[src/rtl/rn_pkg.sv]
package rn_pkg;
  localparam int RN_ARCH_DEF = 32;
  localparam int RN_PHYS_DEF = 64;

  function automatic int rn_ptr_w(input int depth);
    return $clog2(depth) + 1;
  endfunction
endpackage

[src/rtl/rn_map_table.sv]
module rn_map_table #(
  parameter int N  = 32,
  parameter int W  = 6,
  parameter int IW = $clog2(N)
) (
  input  logic           clk,
  input  logic           rst_n,
  input  logic           wr_en,
  input  logic [IW-1:0]  wr_idx,
  input  logic [W-1:0]   wr_data,
  input  logic           load,
  input  logic [N*W-1:0] load_vec,
  input  logic [IW-1:0]  rd_a_idx,
  input  logic [IW-1:0]  rd_b_idx,
  input  logic [IW-1:0]  rd_c_idx,
  output logic [W-1:0]   rd_a,
  output logic [W-1:0]   rd_b,
  output logic [W-1:0]   rd_c,
  output logic [N*W-1:0] map_vec
);
  logic [W-1:0] mem [N];

  for (genvar i = 0; i < N; i++) begin : g_ent
    always_ff @(posedge clk or negedge rst_n) begin
      if (!rst_n)
        mem[i] <= W'(i);
      else if (load)
        mem[i] <= load_vec[i*W +: W];
      else if (wr_en && (wr_idx == IW'(i)))
        mem[i] <= wr_data;
    end
    assign map_vec[i*W +: W] = mem[i];
  end

  assign rd_a = mem[rd_a_idx];
  assign rd_b = mem[rd_b_idx];
  assign rd_c = mem[rd_c_idx];


  map_write_lands_chk: assert property (@(posedge clk) disable iff (!rst_n)
    (wr_en && !load) |=> (mem[$past(wr_idx)] == $past(wr_data)));
endmodule

[src/rtl/rn_free_fifo.sv]
module rn_free_fifo #(
  parameter int DEPTH = 32,
  parameter int W     = 6,
  parameter int BASE  = 32,
  parameter int PTRW  = rn_pkg::rn_ptr_w(DEPTH)
) (
  input  logic            clk,
  input  logic            rst_n,
  input  logic            pop,
  input  logic            push,
  input  logic [W-1:0]    push_data,
  input  logic            cmt_adv,
  input  logic            rewind,
  output logic [W-1:0]    head_data,
  output logic            empty,
  output logic [PTRW-1:0] level
);
  localparam int IDXW = PTRW - 1;

  logic [W-1:0]    slot [DEPTH];
  logic [PTRW-1:0] head_q, tail_q, chead_q;
  logic [PTRW-1:0] chead_n;

  assign chead_n = chead_q + PTRW'(cmt_adv);

  for (genvar i = 0; i < DEPTH; i++) begin : g_slot
    always_ff @(posedge clk or negedge rst_n) begin
      if (!rst_n)
        slot[i] <= W'(BASE + i);
      else if (push && (tail_q[IDXW-1:0] == IDXW'(i)))
        slot[i] <= push_data;
    end
  end

  always_ff @(posedge clk or negedge rst_n) begin
    if (!rst_n) begin
      head_q  <= '0;
      tail_q  <= PTRW'(DEPTH);
      chead_q <= '0;
    end else begin
      chead_q <= chead_n;
      tail_q  <= tail_q + PTRW'(push);
      if (rewind)
        head_q <= chead_n;
      else
        head_q <= head_q + PTRW'(pop);
    end
  end

  assign level     = tail_q - head_q;
  assign empty     = (level == '0);
  assign head_data = slot[head_q[IDXW-1:0]];


  pool_no_underflow_chk: assert property (@(posedge clk) disable iff (!rst_n)
    pop |-> !empty);

  pool_no_overflow_chk: assert property (@(posedge clk) disable iff (!rst_n)
    push |-> (level < PTRW'(DEPTH)) || pop);

  pool_balance_chk: assert property (@(posedge clk) disable iff (!rst_n)
    (pop && push && !rewind) |=> (level == $past(level)));
endmodule

[src/rtl/rn_rename_unit.sv]
module rn_rename_unit #(
  parameter int NUM_ARCH = rn_pkg::RN_ARCH_DEF,
  parameter int NUM_PHYS = rn_pkg::RN_PHYS_DEF,
  parameter int AW       = $clog2(NUM_ARCH),
  parameter int PW       = $clog2(NUM_PHYS)
) (
  input  logic          clk,
  input  logic          rst_n,
  input  logic          ren_valid,
  output logic          ren_ready,
  input  logic [AW-1:0] ren_src_a,
  input  logic [AW-1:0] ren_src_b,
  input  logic          ren_has_dst,
  input  logic [AW-1:0] ren_dst,
  output logic [PW-1:0] ren_psrc_a,
  output logic [PW-1:0] ren_psrc_b,
  output logic [PW-1:0] ren_pdst,
  output logic [PW-1:0] ren_pold,
  input  logic          cmt_valid,
  input  logic          cmt_has_dst,
  input  logic [AW-1:0] cmt_dst,
  input  logic [PW-1:0] cmt_pdst,
  input  logic [PW-1:0] cmt_pold,
  input  logic          flush
);
  localparam int POOL  = NUM_PHYS - NUM_ARCH;
  localparam int PTRW  = rn_pkg::rn_ptr_w(POOL);
  localparam int VECW  = NUM_ARCH * PW;

  logic            pool_empty;
  logic [PTRW-1:0] pool_level;
  logic            ren_fire, alloc, release_w;
  logic [VECW-1:0] spec_vec, cmt_vec, cmt_vec_n;
  logic [PW-1:0]   cmt_unused_a, cmt_unused_b, cmt_unused_c;

  assign ren_ready = !pool_empty && !flush;
  assign ren_fire  = ren_valid && ren_ready;
  assign alloc     = ren_fire && ren_has_dst;
  assign release_w = cmt_valid && cmt_has_dst;

  rn_free_fifo #(.DEPTH(POOL), .W(PW), .BASE(NUM_ARCH), .PTRW(PTRW)) u_pool (
    .clk(clk), .rst_n(rst_n),
    .pop(alloc), .push(release_w), .push_data(cmt_pold),
    .cmt_adv(release_w), .rewind(flush),
    .head_data(ren_pdst), .empty(pool_empty), .level(pool_level)
  );

  always_comb begin
    cmt_vec_n = cmt_vec;
    if (release_w)
      cmt_vec_n[cmt_dst*PW +: PW] = cmt_pdst;
  end

  rn_map_table #(.N(NUM_ARCH), .W(PW), .IW(AW)) u_spec (
    .clk(clk), .rst_n(rst_n),
    .wr_en(alloc), .wr_idx(ren_dst), .wr_data(ren_pdst),
    .load(flush), .load_vec(cmt_vec_n),
    .rd_a_idx(ren_src_a), .rd_b_idx(ren_src_b), .rd_c_idx(ren_dst),
    .rd_a(ren_psrc_a), .rd_b(ren_psrc_b), .rd_c(ren_pold),
    .map_vec(spec_vec)
  );

  rn_map_table #(.N(NUM_ARCH), .W(PW), .IW(AW)) u_cmt (
    .clk(clk), .rst_n(rst_n),
    .wr_en(release_w), .wr_idx(cmt_dst), .wr_data(cmt_pdst),
    .load(1'b0), .load_vec('0),
    .rd_a_idx('0), .rd_b_idx('0), .rd_c_idx('0),
    .rd_a(cmt_unused_a), .rd_b(cmt_unused_b), .rd_c(cmt_unused_c),
    .map_vec(cmt_vec)
  );


  src_before_dst_chk: assert property (@(posedge clk) disable iff (!rst_n)
    (alloc && ren_src_a == ren_dst) |-> (ren_psrc_a == ren_pold));

  no_dst_keeps_map_chk: assert property (@(posedge clk) disable iff (!rst_n)
    (ren_fire && !ren_has_dst) |=> $stable(spec_vec));

  flush_restore_chk: assert property (@(posedge clk) disable iff (!rst_n)
    flush |=> (spec_vec == cmt_vec));

  flush_blocks_chk: assert property (@(posedge clk) disable iff (!rst_n)
    flush |-> !ren_ready);
endmodule

[config.mk]
export PLATFORM = sky130hd
export DESIGN_NAME = rn_rename_unit
export DESIGN_NICKNAME = d
export VERILOG_FILES = /design/src/rtl/rn_pkg.sv /design/src/rtl/rn_map_table.sv /design/src/rtl/rn_free_fifo.sv /design/src/rtl/rn_rename_unit.sv
export SDC_FILE = /design/constraint.sdc
export NUM_CORES = 1
export LEC_CHECK = 0
export BUFFER_PORTS_ARGS = -buffer_cell sky130_fd_sc_hd__buf_2
export CAP_MARGIN = 20
export CORE_ASPECT_RATIO = 1.5
export CORE_UTILIZATION = 64
export CTS_CLUSTER_SIZE = 8
export DETAILED_ROUTE_END_ITERATION = 10
export HOLD_SLACK_MARGIN = 0.08
export PLACE_DENSITY = 0.92
export REMOVE_ABC_BUFFERS = 1
export SLEW_MARGIN = 20
export SYNTH_ARGS = -nofsm -noshare
export SYNTH_HDL_FRONTEND = slang
export SYNTH_SLANG_ARGS = --single-unit
[constraint.sdc]
create_clock -name clk -period 3.8 [get_ports clk]
set_input_delay 0.57 -clock clk [delete_from_list [all_inputs] [get_ports clk]]
set_output_delay 0.57 -clock clk [all_outputs]
set_load 0.01 [all_outputs]
==> summary.txt <==
status: finished, violations left
failing checks: negative setup slack
Synth Register Bits: 594
Clk pwr share: 26.6%
Final ANT Viol Nets: 0
post-layout util: 77.3%
core area: 54500 µm²
Total GRT Usage: 55.9%
Setup CP Type: flop to primary output
initial antenna violation count: 9
final hold violations: 0
R2R setup slack: 40 ps
hold slack: 344 ps
final setup margin: -63.3 ps
I/O Pins: 64
Mapped Area: 35200 µm²
die height: 289 µm
Mean Syn Cell Area: 12.5 µm²
Via Count: 30000
Netlist cell types: 79
CTS Buf Count: 84
DRC errors left: 0
worst path required time: 3230 ps
pin count of the biggest net entering global routing: 100
total wire length: 152 mm
slew of the pin with the lowest slew margin: 1070 ps
Primary FF master, synth: dfrtp_1
clk_lat worst skew: 670 ps
vias per inst: 7.50
commonest non-fill, non-tap cell in the layout: buf_4
Final GP Congestion: 1.10
Clock Path Buffers: 3
die area: 56000 µm²
wire per inst: 38.0 µm
Ys Warns: 0
layout cell share with drive strength beyond 1: 48.0%
Internal: 16800 µW
crit-path max cell delay: 640 ps
drt pass-1 iters: 8
Clock Skews: 27.1 ps
port buffer count: 63
sequential fraction of design power: 36.1%
max frequency: 259 MHz
crit path DAT: 3290 ps
vias in the first global route: 31300
Die Width: 194 µm
RSZ-0062 raised after global routing: true
Final HPWL DP: 111 mm
Power per Cell Area: 649 nW/µm²
clk root buf: clkbuf_16
Seq/Total Area, Yosys: 43.1%
crit-path max FO: 8
final worst path period share: 102%
First DRT Iteration DRCs: 3804
Critical path buffers and inverters: 3
startpoint types: flop
# fillers: 3322
Worst IR Drop VDD: 675 µV
Max stage delay cell, worst path: or3b_2
sw frac: 38.6%
global route overflow: 0
Setup-failing EPs final: 1
Rows: 105
async set-reset flop share out of synthesis: 100%
relative slew slack: 27.9%
worst hold path class: primary input to flop
Sink Count: 594
Pins Over Slew Limit: 0
Final nets: 3298
Area Overhead vs Synth: 19.6%
CP most frequent cell: buf_4
starting density of the core: 64.6%
Worst-path clk slew: 50 ps
first-pass GRT wire length: 221 mm
H-tree level count: 3
number of flops mapped to enable cells by yosys: 0
Gate power share: 37.3%
LEAKAGE: 0.0188 µW
TritonCTS clock tree: built
Post-Synthesis Cells: 2824
max cap viols: 0
commonest non-fill, non-tap cells in the layout: 437 x buf_4, 420 x mux2_2, 334 x mux2i_1, 318 x dfrtp_1, 273 x dfstp_2
Crit path max-delay family: compound AO/OA/AOI/OAI gates
Sw Pwr: 10500 µW
ordered cell list for the critical path: or3b_2, o221ai_1, a21oi_1, a22oi_2, buf_4, buf_4, buf_2
dpl ws: -1230 ps
CP Capture Type: primary output
fin crit period: 3860 ps
==> Yosys cell counts (19+ instances only) <==
cell      number  area share, %
mux2_2       420             13
mux2i_1      336            9.5
dfrtp_1      321             23
dfstp_2      273             20
nand2_1      222            2.4
mux4_2       220             14
clkbuf_1     156            1.7
nor2_1       111            1.2
a21oi_1       82            1.2
nand3_1       60           0.85
nor3_1        55           0.78
and3_1        46           0.82
o21ai_0       45           0.64
a211oi_1      43           0.92
o221ai_1      33           0.82
buf_1         31           0.33
ha_1          25           0.89
a31oi_1       20           0.36
and2_1        19           0.34
==> registers in the layout, summed over array words and instances, names as in the netlist <==
name / cells
u_spec.map_vec: 192
u_pool.tail_q: 6
u_cmt.map_vec: 192
u_pool.chead_q: 6
u_pool.slot: 192
u_pool.head_q: 6
==> power groups by stage <==
stage / Sequential, µW / Combinational (µW) / Clock [µW]
final: 9880 / 10200 / 7280
after global routing: 9920 / 10300 / 7520
after CTS: 9670 / 9540 / 7230
after detailed placement: 9780 / 9200 / 0
after global placement: 9580 / 8970 / 0
after floorplan: 9190 / 4680 / 0
==> through the flow <==
stage / TNS [ps] / std cells / area [µm²] / total power, µW
6_report: -63.3 / 3997 / 42200 / 27400
5_1_grt: -8810 / 3997 / 42200 / 27700
4_1_cts: 0 / 3996 / 42100 / 26400
3_5_place_dp: -39030 / 3834 / 39500 / 19000
3_3_place_gp: -34360 / 3834 / 39500 / 18500
2_1_floorplan: -147510 / 2617 / 34400 / 13900
==> path summary, 6_finish.rpt <==
| kind | from | endpoint | cells past startpoint |
|---|---|---|---|
| worst min-delay path | flush | u_spec.map_vec[51] | 2 |
| worst min register to register | u_pool.chead_q[0] | u_pool.chead_q[0] | 1 |
| max in group asynchronous | rst_n | u_spec.map_vec[102] | 3 |
| min in group asynchronous | rst_n | u_pool.slot[102] | 2 |
| worst max-delay path | u_pool.head_q[3] | ren_pdst[5] | 7 |
| worst max register to register | u_pool.head_q[2] | u_spec.map_vec[167] | 13 |
==> layout make-up <==
type	instances	area (µm²)	area share, %
multi-input combinational	2005	19300	45.7
tap	695	870	2.06
sequential	594	15200	36.1
clock inverter	7	135	0.321
timing repair buffer	530	4240	10.1
antenna	1	2.50	0.00594
inverter	18	70.1	0.166
clock buffer	147	2360	5.60
==> layer usage <==
metal	vias to the layer above	part of all wire, %	track usage [%]
li1	11600	-	-
met3	1106	12	20.9
met5	-	0.040	0.926
met1	14600	30	58.0
met4	12	14	60.4
met2	2622	44	84.7
==> timing repair <==
action / CTS / global route
hold endpoints to repair: 23 / 0
gates resized for setup: 4 / 17
hold buffers: 1 / 0
buffers inserted: 7 / 0
pin swaps: 1 / 0
setup endpoints to repair: 11 / 77
==> cells by family (layout without fill, tap and decap cells) <==
family / after synthesis / in the layout / synth area share [%]
fa+ha+maj: 26 / 26 / 0.944
simple gates: 606 / 606 / 8.18
compound gates: 372 / 372 / 7.52
other cells: 0 / 1 / 0
buf+inv: 225 / 702 / 2.50
xor+xnor: 21 / 21 / 0.561
flops: 594 / 594 / 43.1
mux: 980 / 980 / 37.2
(Power assumes the default switching activity.)
